### src/rtl/twi_pkg.sv
package twi_pkg;
    typedef enum logic [3:0] {
        ST_IDLE,
        ST_CTRL,
        ST_CTRL_ACK,
        ST_ADDR,
        ST_ADDR_ACK,
        ST_WDATA,
        ST_WDATA_ACK,
        ST_RDATA,
        ST_RACK,
        ST_IGNORE
    } twi_state_e;

    localparam logic [3:0] TWI_DEV_CODE = 4'b1010;
endpackage

### src/rtl/twi_line_filter.sv
module twi_line_filter #(
    parameter int SYNC_STAGES = 2,
    parameter int VOTE_TAPS   = 3
) (
    input  logic clk,
    input  logic rst_n,
    input  logic line_i,
    output logic line_o
);
    logic [SYNC_STAGES-1:0] sync_q;
    logic [VOTE_TAPS-1:0]   win_q;
    logic                   vote;

    always_comb vote = ($countones(win_q) > (VOTE_TAPS / 2));

    always_ff @(posedge clk or negedge rst_n) begin
        if (!rst_n) begin
            sync_q <= '1;
            win_q  <= '1;
            line_o <= 1'b1;
        end else begin
            sync_q <= {sync_q[SYNC_STAGES-2:0], line_i};
            win_q  <= {win_q[VOTE_TAPS-2:0], sync_q[SYNC_STAGES-1]};
            line_o <= vote;
        end
    end
endmodule

### src/rtl/twi_bus_events.sv
module twi_bus_events (
    input  logic clk,
    input  logic rst_n,
    input  logic scl_f,
    input  logic sda_f,
    output logic start_o,
    output logic stop_o,
    output logic scl_rise_o,
    output logic scl_fall_o
);
    logic scl_q, sda_q;

    always_ff @(posedge clk or negedge rst_n) begin
        if (!rst_n) begin
            scl_q <= 1'b1;
            sda_q <= 1'b1;
        end else begin
            scl_q <= scl_f;
            sda_q <= sda_f;
        end
    end

    always_comb begin
        start_o    = scl_f && scl_q && sda_q && !sda_f;
        stop_o     = scl_f && scl_q && !sda_q && sda_f;
        scl_rise_o = scl_f && !scl_q;
        scl_fall_o = !scl_f && scl_q;
    end
endmodule

### src/rtl/twi_slave_fsm.sv
module twi_slave_fsm
    import twi_pkg::*;
#(
    parameter int ADDR_W = 7,
    parameter int DATA_W = 8
) (
    input  logic              clk,
    input  logic              rst_n,
    input  logic              start_i,
    input  logic              stop_i,
    input  logic              scl_rise_i,
    input  logic              scl_fall_i,
    input  logic              sda_f,
    input  logic              busy_i,
    output logic              sda_oe,
    output logic              mem_rd_en,
    output logic [ADDR_W-1:0] mem_rd_addr,
    input  logic [DATA_W-1:0] mem_rd_data,
    output logic              wr_valid,
    output logic [ADDR_W-1:0] wr_addr,
    output logic [DATA_W-1:0] wr_data,
    output logic              wr_commit
);
    localparam int CNT_W  = $clog2(DATA_W + 1);
    localparam int CODE_W = 4;

    twi_state_e state, nxt;

    logic [CNT_W-1:0]  bitcnt;
    logic [DATA_W-1:0] rx_sh;
    logic [DATA_W-2:0] tx_sh;
    logic [DATA_W-1:0] tx_buf;
    logic [ADDR_W-1:0] ptr;
    logic              rw_q, more_q, wrote_q, rd_pend;
    logic              byte_end, code_ok;

    always_comb begin
        byte_end    = scl_fall_i && (bitcnt == CNT_W'(DATA_W));
        code_ok     = (rx_sh[DATA_W-1 -: CODE_W] == TWI_DEV_CODE);
        mem_rd_addr = ptr;
    end

    // state register
    always_ff @(posedge clk or negedge rst_n) begin
        if (!rst_n) state <= ST_IDLE;
        else        state <= nxt;
    end

    // next-state logic
    always_comb begin
        nxt = state;
        if (start_i) begin
            nxt = ST_CTRL;
        end else if (stop_i) begin
            nxt = ST_IDLE;
        end else begin
            unique case (state)
                ST_CTRL:      if (byte_end) nxt = (code_ok && !busy_i) ? ST_CTRL_ACK : ST_IGNORE;
                ST_ADDR:      if (byte_end) nxt = busy_i ? ST_IGNORE : ST_ADDR_ACK;
                ST_WDATA:     if (byte_end) nxt = busy_i ? ST_IGNORE : ST_WDATA_ACK;
                ST_CTRL_ACK:  if (scl_fall_i) nxt = rw_q ? ST_RDATA : ST_ADDR;
                ST_ADDR_ACK:  if (scl_fall_i) nxt = ST_WDATA;
                ST_WDATA_ACK: if (scl_fall_i) nxt = ST_WDATA;
                ST_RDATA:     if (byte_end) nxt = ST_RACK;
                ST_RACK:      if (scl_fall_i) nxt = more_q ? ST_RDATA : ST_IGNORE;
                ST_IDLE:      nxt = ST_IDLE;
                ST_IGNORE:    nxt = ST_IGNORE;
                default:      nxt = ST_IDLE;
            endcase
        end
    end

    // outputs and datapath
    always_ff @(posedge clk or negedge rst_n) begin
        if (!rst_n) begin
            bitcnt    <= '0;
            rx_sh     <= '0;
            tx_sh     <= '0;
            tx_buf    <= '0;
            ptr       <= '0;
            rw_q      <= 1'b0;
            more_q    <= 1'b0;
            wrote_q   <= 1'b0;
            rd_pend   <= 1'b0;
            sda_oe    <= 1'b0;
            mem_rd_en <= 1'b0;
            wr_valid  <= 1'b0;
            wr_addr   <= '0;
            wr_data   <= '0;
            wr_commit <= 1'b0;
        end else begin
            mem_rd_en <= 1'b0;
            wr_valid  <= 1'b0;
            wr_commit <= 1'b0;
            rd_pend   <= mem_rd_en;
            if (rd_pend) tx_buf <= mem_rd_data;

            if (start_i) begin
                bitcnt  <= '0;
                sda_oe  <= 1'b0;
                wrote_q <= 1'b0;
                more_q  <= 1'b0;
            end else if (stop_i) begin
                bitcnt    <= '0;
                sda_oe    <= 1'b0;
                wr_commit <= wrote_q;
                wrote_q   <= 1'b0;
            end else begin
                unique case (state)
                    ST_CTRL, ST_ADDR, ST_WDATA: begin
                        if (scl_rise_i) begin
                            rx_sh  <= {rx_sh[DATA_W-2:0], sda_f};
                            bitcnt <= bitcnt + 1'b1;
                        end
                        if (byte_end) begin
                            bitcnt <= '0;
                            if (state == ST_CTRL && code_ok && !busy_i) begin
                                sda_oe    <= 1'b1;
                                rw_q      <= rx_sh[0];
                                mem_rd_en <= rx_sh[0];
                            end
                            if (state == ST_ADDR && !busy_i) begin
                                sda_oe <= 1'b1;
                                ptr    <= rx_sh[ADDR_W-1:0];
                            end
                            if (state == ST_WDATA && !busy_i) begin
                                sda_oe   <= 1'b1;
                                wr_valid <= 1'b1;
                                wr_addr  <= ptr;
                                wr_data  <= rx_sh;
                                ptr      <= ptr + 1'b1;
                                wrote_q  <= 1'b1;
                            end
                        end
                    end
                    ST_CTRL_ACK, ST_ADDR_ACK, ST_WDATA_ACK: begin
                        if (scl_fall_i) begin
                            sda_oe <= 1'b0;
                            bitcnt <= '0;
                            if (state == ST_CTRL_ACK && rw_q) begin
                                sda_oe <= ~tx_buf[DATA_W-1];
                                tx_sh  <= tx_buf[DATA_W-2:0];
                            end
                        end
                    end
                    ST_RDATA: begin
                        if (scl_rise_i) bitcnt <= bitcnt + 1'b1;
                        if (byte_end) begin
                            sda_oe <= 1'b0;
                            ptr    <= ptr + 1'b1;
                            more_q <= 1'b0;
                        end else if (scl_fall_i) begin
                            sda_oe <= ~tx_sh[DATA_W-2];
                            tx_sh  <= {tx_sh[DATA_W-3:0], 1'b0};
                        end
                    end
                    ST_RACK: begin
                        if (scl_rise_i && !sda_f) begin
                            more_q    <= 1'b1;
                            mem_rd_en <= 1'b1;
                        end
                        if (scl_fall_i) begin
                            bitcnt <= '0;
                            if (more_q) begin
                                sda_oe <= ~tx_buf[DATA_W-1];
                                tx_sh  <= tx_buf[DATA_W-2:0];
                            end
                        end
                    end
                    ST_IDLE, ST_IGNORE: begin
                        sda_oe <= 1'b0;
                    end
                    default: sda_oe <= 1'b0;
                endcase
            end
        end
    end

    // a START always leads to control-byte reception
    assert_start_restarts_R1: assert property (@(posedge clk) disable iff (!rst_n)
        start_i |=> (state == ST_CTRL));

    // a STOP idles the slave with SDA released
    assert_stop_idles_R1: assert property (@(posedge clk) disable iff (!rst_n)
        (stop_i && !start_i) |=> (state == ST_IDLE && !sda_oe));

    // an acknowledge only starts when busy was low at the decision
    assert_busy_no_ack_R4: assert property (@(posedge clk) disable iff (!rst_n)
        ($rose(sda_oe) && (state == ST_CTRL_ACK || state == ST_ADDR_ACK || state == ST_WDATA_ACK))
        |-> !$past(busy_i));

    // a handoff happens together with the data acknowledge
    assert_wr_handoff_R5: assert property (@(posedge clk) disable iff (!rst_n)
        wr_valid |-> (state == ST_WDATA_ACK && sda_oe));

    // commit pulses follow a STOP only
    assert_commit_after_stop_R6: assert property (@(posedge clk) disable iff (!rst_n)
        wr_commit |-> ($past(stop_i) && !$past(start_i)));
endmodule

### src/rtl/twi_mem_slave.sv
module twi_mem_slave #(
    parameter int ADDR_W      = 7,
    parameter int DATA_W      = 8,
    parameter int SYNC_STAGES = 2,
    parameter int VOTE_TAPS   = 3
) (
    input  logic              clk,
    input  logic              rst_n,
    input  logic              scl_i,
    input  logic              sda_i,
    output logic              sda_oe,
    input  logic              busy_i,
    output logic              mem_rd_en,
    output logic [ADDR_W-1:0] mem_rd_addr,
    input  logic [DATA_W-1:0] mem_rd_data,
    output logic              wr_valid,
    output logic [ADDR_W-1:0] wr_addr,
    output logic [DATA_W-1:0] wr_data,
    output logic              wr_commit
);
    localparam int N_LINES = 2;

    logic [N_LINES-1:0] raw_lines, flt_lines;
    logic scl_f, sda_f;
    logic start_e, stop_e, rise_e, fall_e;

    assign raw_lines = {sda_i, scl_i};
    assign scl_f     = flt_lines[0];
    assign sda_f     = flt_lines[1];

    for (genvar g = 0; g < N_LINES; g++) begin : g_filt
        twi_line_filter #(
            .SYNC_STAGES(SYNC_STAGES),
            .VOTE_TAPS  (VOTE_TAPS)
        ) u_filt (
            .clk   (clk),
            .rst_n (rst_n),
            .line_i(raw_lines[g]),
            .line_o(flt_lines[g])
        );
    end

    twi_bus_events u_evt (
        .clk       (clk),
        .rst_n     (rst_n),
        .scl_f     (scl_f),
        .sda_f     (sda_f),
        .start_o   (start_e),
        .stop_o    (stop_e),
        .scl_rise_o(rise_e),
        .scl_fall_o(fall_e)
    );

    twi_slave_fsm #(
        .ADDR_W(ADDR_W),
        .DATA_W(DATA_W)
    ) u_fsm (
        .clk        (clk),
        .rst_n      (rst_n),
        .start_i    (start_e),
        .stop_i     (stop_e),
        .scl_rise_i (rise_e),
        .scl_fall_i (fall_e),
        .sda_f      (sda_f),
        .busy_i     (busy_i),
        .sda_oe     (sda_oe),
        .mem_rd_en  (mem_rd_en),
        .mem_rd_addr(mem_rd_addr),
        .mem_rd_data(mem_rd_data),
        .wr_valid   (wr_valid),
        .wr_addr    (wr_addr),
        .wr_data    (wr_data),
        .wr_commit  (wr_commit)
    );

    // the slave moves SDA only while the filtered clock is low
    assert_oe_scl_low_R10: assert property (@(posedge clk) disable iff (!rst_n)
        !$stable(sda_oe) |-> !scl_f);
endmodule

### config.mk
export PLATFORM = sky130hd
export DESIGN_NAME = twi_mem_slave
export DESIGN_NICKNAME = d
export VERILOG_FILES = /design/src/rtl/twi_pkg.sv /design/src/rtl/twi_line_filter.sv /design/src/rtl/twi_bus_events.sv /design/src/rtl/twi_slave_fsm.sv /design/src/rtl/twi_mem_slave.sv
export SDC_FILE = /design/constraint.sdc
export NUM_CORES = 1
export LEC_CHECK = 0
export CORE_ASPECT_RATIO = 1.2
export CORE_MARGIN = 2
export CORE_UTILIZATION = 60
export DETAILED_ROUTE_END_ITERATION = 6
export GPL_TIMING_DRIVEN = 1
export PLACE_DENSITY_LB_ADDON = 0.05
export SYNTH_ARGS = -nofsm -noshare
export SYNTH_HDL_FRONTEND = slang
export SYNTH_SLANG_ARGS = --single-unit
export TNS_END_PERCENT = 5
### constraint.sdc
create_clock -name clk -period 3.3 [get_ports clk]
set_clock_uncertainty 0.05 [all_clocks]
set_input_delay 0.99 -clock clk [delete_from_list [all_inputs] [get_ports clk]]
set_output_delay 0.99 -clock clk [all_outputs]
set_load 0.05 [all_outputs]
# == Yosys cells after proc, flatten, opt, wreduce, memory -nomap -nowiden ==
# Index checks and enable logic that the tools add are counted.
# totals
wordCells,182
reg_bits,75
inputBits,13
output_inout_bits,26
# classes
order_cmp,2
bitwise_logic,4
reduce_logical,41
n_mux,69
addsub,6
n_eq_ne,36
# op_table
op,count
$mux W4,18
$mux W7,10
$add A32 B1 Y32,2
$gt A32 B2 Y1 const B,2
$ne A4 B3 Y1 const B,9
$mux W1,33
$pmux W4 S8,1
$pmux W7 S3,1
$eq A4 B3 Y1 const B,4
$eq A4 B4 Y1 const B,4
$logic_and A1 B1 Y1,15
$reduce_bool A3 Y1,5
$ne A2 B1 Y1 const B,7
$pmux W7 S2,1
$pmux W4 S3,1
$reduce_and A6 Y1,2
$reduce_and A5 Y1,2
$reduce_and A9 Y1,1
$eq A4 B2 Y1 const B,2
$ne A4 B1 Y1 const B,2
$reduce_and A4 Y1,2
$add A7 B1 Y7 const B,1
$reduce_and A7 Y1,1
$ne A3 B2 Y1 const B,2
other kinds (19),30

# == Logic depth before layout (Yosys ltp) ==
# depth
ltp_word,10
ltp_mapped,9
ltp_nobuf,7

# == Hierarchy ==
# From an unflattened synthesis, not the netlist that was laid out.
# unflattened
hier_cells,304
hier_area_um2,3593.4
# modules_own_cells
module,area_each_um2,seq_area_each_um2,n_inst,cells_per_inst
twi_slave_fsm,3150.5,1526.5,1,282
twi_line_filter,177.7,157.7,2,8
twi_bus_events,87.6,52.6,1,6

# == Least setup slack after synthesis ==
# OpenSTA, ideal clock, no wires.
# synth_timing
path_type,input to register
startpoint,input port busy_i
endpoint,"register u_fsm.ptr[3], in the netlist u_fsm.mem_rd_addr[3]"
path_buffers,2
path_slack_ns,1.117
t_arrival_ns,2.012
cell_stages,6
setup_ns,0.121
required_time_ns,3.129
cell_sequence,inv_1 -> maj3_1 -> and3_1 -> clkbuf_1 -> buf_2 -> a22o_1
# synth_between
elab_chain_cells,5
word_cells_on_any_way,8
cone_classes,eq/ne (1); mux (3); reduce/logical (4)
# synth_lines
item,line_no,text
"start, declared",twi_mem_slave.sv:12,"input logic busy_i,"
$logic_not A1 Y1 *,"twi_slave_fsm.sv:122, twi_slave_fsm.sv:126",
$logic_and A1 B1 Y1,twi_slave_fsm.sv:126,if (state == ST_WDATA && !busy_i) begin
$mux W7,twi_slave_fsm.sv:126,
$mux W7,twi_slave_fsm.sv:115,if (byte_end) begin
$pmux W7 S2,twi_slave_fsm.sv:109,unique case (state)
"end signal, assigned",twi_slave_fsm.sv:124,ptr <= rx_sh[ADDR_W-1:0];
"end signal, assigned",twi_slave_fsm.sv:131,ptr <= ptr + 1'b1;
"end signal, assigned",twi_slave_fsm.sv:150,ptr <= ptr + 1'b1;
"end, declared",twi_slave_fsm.sv:33,logic [ADDR_W-1:0] ptr;
# Mark *: on every way between the ends. The rest lies on a longest branch, timed or not. The select of a mux whose other input is x is not followed.
# A chain may end at the register's enable or synchronous reset.

# == Worst setup path in the final report ==
# layout_timing
startpoint,"register u_fsm.ptr[4], in the netlist u_fsm.mem_rd_addr[4]"
endpoint,output port mem_rd_addr[4]
# layout_rtl
item,line_no,text
"end, declared",twi_mem_slave.sv:14,"output logic [ADDR_W-1:0] mem_rd_addr,"
# No word-level cell between the ends.

==> flow_metrics.env <==
export IMPL_p_per_area_nw_per_um2=603.8
export IMPL_cts_buffer_depth=2
export IMPL_antenna_left=0
export IMPL_cts_clk_slew_worst_paths_ns=0.07
export IMPL_syn_inst=297
export IMPL_yosysSeqAreaShare_pct=55.44
export IMPL_synthXorXnorAreaFrac_pct=1.282
export IMPL_rows=30
export IMPL_synth_top_family_by_area="simple AND/OR/NAND/NOR gates"
export IMPL_synth_nets=315
export IMPL_gp_congestion=0.9023
export IMPL_drc_errors=0
export IMPL_drive_above_1_share_pct=22.81
export IMPL_wl_per_cell_um=17.06
export IMPL_crit_path_start_kind="flip-flop"
export IMPL_hold_start="g_filt[0].u_filt.sync_q[1]"
export IMPL_syn2layout_area_growth_pct=18.82
export IMPL_ys_top_cells_by_area="dfrtp_1 45%, mux2_2 12%, dfstp_2 11%"
export IMPL_cts_tree="yes"
export IMPL_vias=2448
export IMPL_hold_buffers=0
export IMPL_hpwl_um=4589
export IMPL_yosys_mux_area_fraction_pct=13.04
export IMPL_crit_cells=1
export IMPL_run_status="completed"
export IMPL_finalSetupViolCount=0
export IMPL_die_w_um=72.89
export IMPL_relSlewSlack_pct=39.43
export IMPL_hold_path_class="reg2reg"
export IMPL_synthAdderAreaFrac_pct=2.124
export IMPL_leakage_nw=1.847
export IMPL_slew_viol_final=0
export IMPL_critPathRequiredTime_ns=2.26
export IMPL_critPathKind="reg2out"
export IMPL_nets=355
export IMPL_fin_util_pct=72.60
export IMPL_viasPerCell=6.030
export IMPL_hold_path_end="g_filt[0].u_filt.win_q[0]"
export IMPL_cts_buffers=9
export IMPL_ys_warn_count=0
export IMPL_maxCapViolations=0
export IMPL_synth_top_area_share_pct=44.67
export IMPL_design_core_area_um2=5593
export IMPL_ys_top_cells_by_count="61 x dfrtp_1, 37 x nand2_1, 36 x mux2_2, 14 x dfstp_2, 13 x nor2_1"
export IMPL_synthArstFlopShare_pct=100.0
export IMPL_cp_arrival_ns=1.65
export IMPL_cts_resized=0
export IMPL_finalCritPeriodShare_pct=81.46
export IMPL_htree_levels=3
export IMPL_antenna_found_initial=0
export IMPL_synth_enable_flop_cells=0
export IMPL_syn_area_per_cell_um2=11.51
export IMPL_worst_path_buf_inv=1
export IMPL_grt_usage_pct=23.67
export IMPL_fin_tns_setup_ns=0
export IMPL_yosysTopAreaCell="dfrtp_1"
export IMPL_cts_root_buf="clkbuf_8"
export IMPL_yosysUniqueCellTypes=57
export IMPL_rrSetupSlack_ns=0.90
export IMPL_grt_max_degree=76
export IMPL_grt_pass1_vias=2353
export IMPL_diodes=0
export IMPL_fill_cells=420
export IMPL_max_stage_delay_ns=0.85
export IMPL_min_period_ns=2.688
export IMPL_yosys_area_share_simple_pct=14.02
export IMPL_cts_setup_buffers=0
export IMPL_drtIter0Drc=255
export IMPL_r2r_start="u_fsm.state[3]"
export IMPL_drt_pass1_iter_count=4
export IMPL_die_h_um=86.67
export IMPL_reg2reg_to="u_fsm.tx_sh[4]"
export IMPL_grt_overflow_total=0
export IMPL_start_util_pct=61.10
export IMPL_dieArea_um2=6317
export IMPL_end_kind="output port"
export IMPL_crit_family="buffers and inverters"
export IMPL_ios=39
export IMPL_synthMostInstantiatedCell="dfrtp_1"
export IMPL_fmax_mhz=372.0
export IMPL_tightest_slew_ns=0.9085
export IMPL_r2r_cells=5
export IMPL_worstPathMaxFanout=6
export IMPL_hold_violations=0
export IMPL_slowest_stage="clkdlybuf4s50_1"
export IMPL_synth_compound_area_share_pct=11.79
export IMPL_synth_ff_type="dfrtp_1"
export IMPL_port_buffer_count=38
export IMPL_crit_chain="clkdlybuf4s50_1"
export IMPL_synth_seq_cells=75
export IMPL_worstHoldPathCells=0
export IMPL_clock_sinks=75
export IMPL_grt_pass1_wl_um=11420
export IMPL_wirelength_um=6925
export IMPL_synth_cell_area_um2=3417
export IMPL_clock_latency_ns=0.36
export IMPL_peakVddDrop_mv=0.4117
export IMPL_rsz0062_at_grt="no"
registers in the layout, summed over array words and instances (netlist names), 2 cells and up:
register,cells
u_fsm.wr_addr,7
u_fsm.tx_sh,7
u_fsm.wr_data,8
u_fsm.mem_rd_addr,7
g_filt.u_filt.sync_q,4
g_filt.u_filt.win_q,6
u_fsm.bitcnt,4
u_fsm.rx_sh,8
u_fsm.state,4
g_filt.u_filt.line_o,2
u_fsm.tx_buf,8
placed cells by master (no fill, tap or decap), types with 2 or more instances in the layout:
cell type        count
o21a_1               3
nor3b_1              2
a31oi_1              4
nor2b_1              3
ha_1                 5
a21oi_1             10
nand2b_1             4
clkbuf_16            2
xor2_1               4
nor2_1              13
nor3_1               4
a22o_1               4
dfrtp_1             61
o22ai_1              4
or2_2                2
nand2_1             37
inv_1                9
nand3_1             12
a22oi_1              2
and3_1               4
o21ai_0             12
a21o_1               2
clkdlybuf4s50_1     37
a2bb2oi_1            2
buf_4                3
clkbuf_8            10
mux2i_1              4
mux2_2              36
dfstp_2             14
where the power goes:
part           internal [W]  total [W]  leakage [nW]  switching, W
Sequential          0.00106    0.00121         0.950      0.000154
Clock              0.000390   0.000740         0.111      0.000350
Combinational      0.000237   0.000497         0.786      0.000260
layout make-up:
cell class | count | area [um2] | share of cell area (%)
Sequential cell | 75 | 1894 | 46.66
Multi-Input combinational cell | 202 | 1444 | 35.56
Timing Repair Buffer | 40 | 392.9 | 9.676
Clock buffer | 13 | 191.4 | 4.715
Tap cell | 64 | 80.08 | 1.972
Inverter | 9 | 33.78 | 0.8321
Clock inverter | 3 | 23.77 | 0.5855
cell families after synthesis:
family | Yosys count
compound gates | 57
xor+xnor | 5
fa+ha+maj | 6
buf+inv | 20
flops | 75
mux | 40
simple gates | 94
metrics by stage:
stage	hold slack, ns	worst slack (ns)	cells	total power (W)	instance area, um2
detailed placement	0.2985	0.4819	390	0.001720	3845
CTS	0.3101	0.6009	406	0.002467	4060
floorplan	0.2952	1.117	297	0.001556	3417
global route	0.3173	0.5552	406	0.002577	4060
finish	0.3081	0.6118	406	0.002451	4060
global placement	0.2966	0.4911	390	0.001694	3845
routing by layer:
layer | part of all wire [%] | track usage, % | vias to the layer above | routed length, um
li1 | - | - | 1137 | -
met1 | 43 | 30.90 | 1199 | 2958
met2 | 50 | 38.02 | 89 | 3441
met3 | 5.0 | 5.000 | 23 | 344
met4 | 2.6 | 10.44 | 0 | 180
met5 | 0 | 0 | - | 0
worst max path at each step:
stage	to	slack, ns	from
6_report	mem_rd_addr[4]	0.61	u_fsm.mem_rd_addr[4]
5_1_grt	mem_rd_addr[4]	0.56	u_fsm.mem_rd_addr[4]
4_1_cts	mem_rd_addr[4]	0.60	u_fsm.mem_rd_addr[4]
3_5_place_dp	u_fsm.mem_rd_addr[3]	0.48	busy_i
3_3_place_gp	u_fsm.wr_addr[3]	0.49	busy_i
2_1_floorplan	u_fsm.mem_rd_addr[3]	1.12	busy_i
No activity file was read; power rests on OpenSTA's default activity.
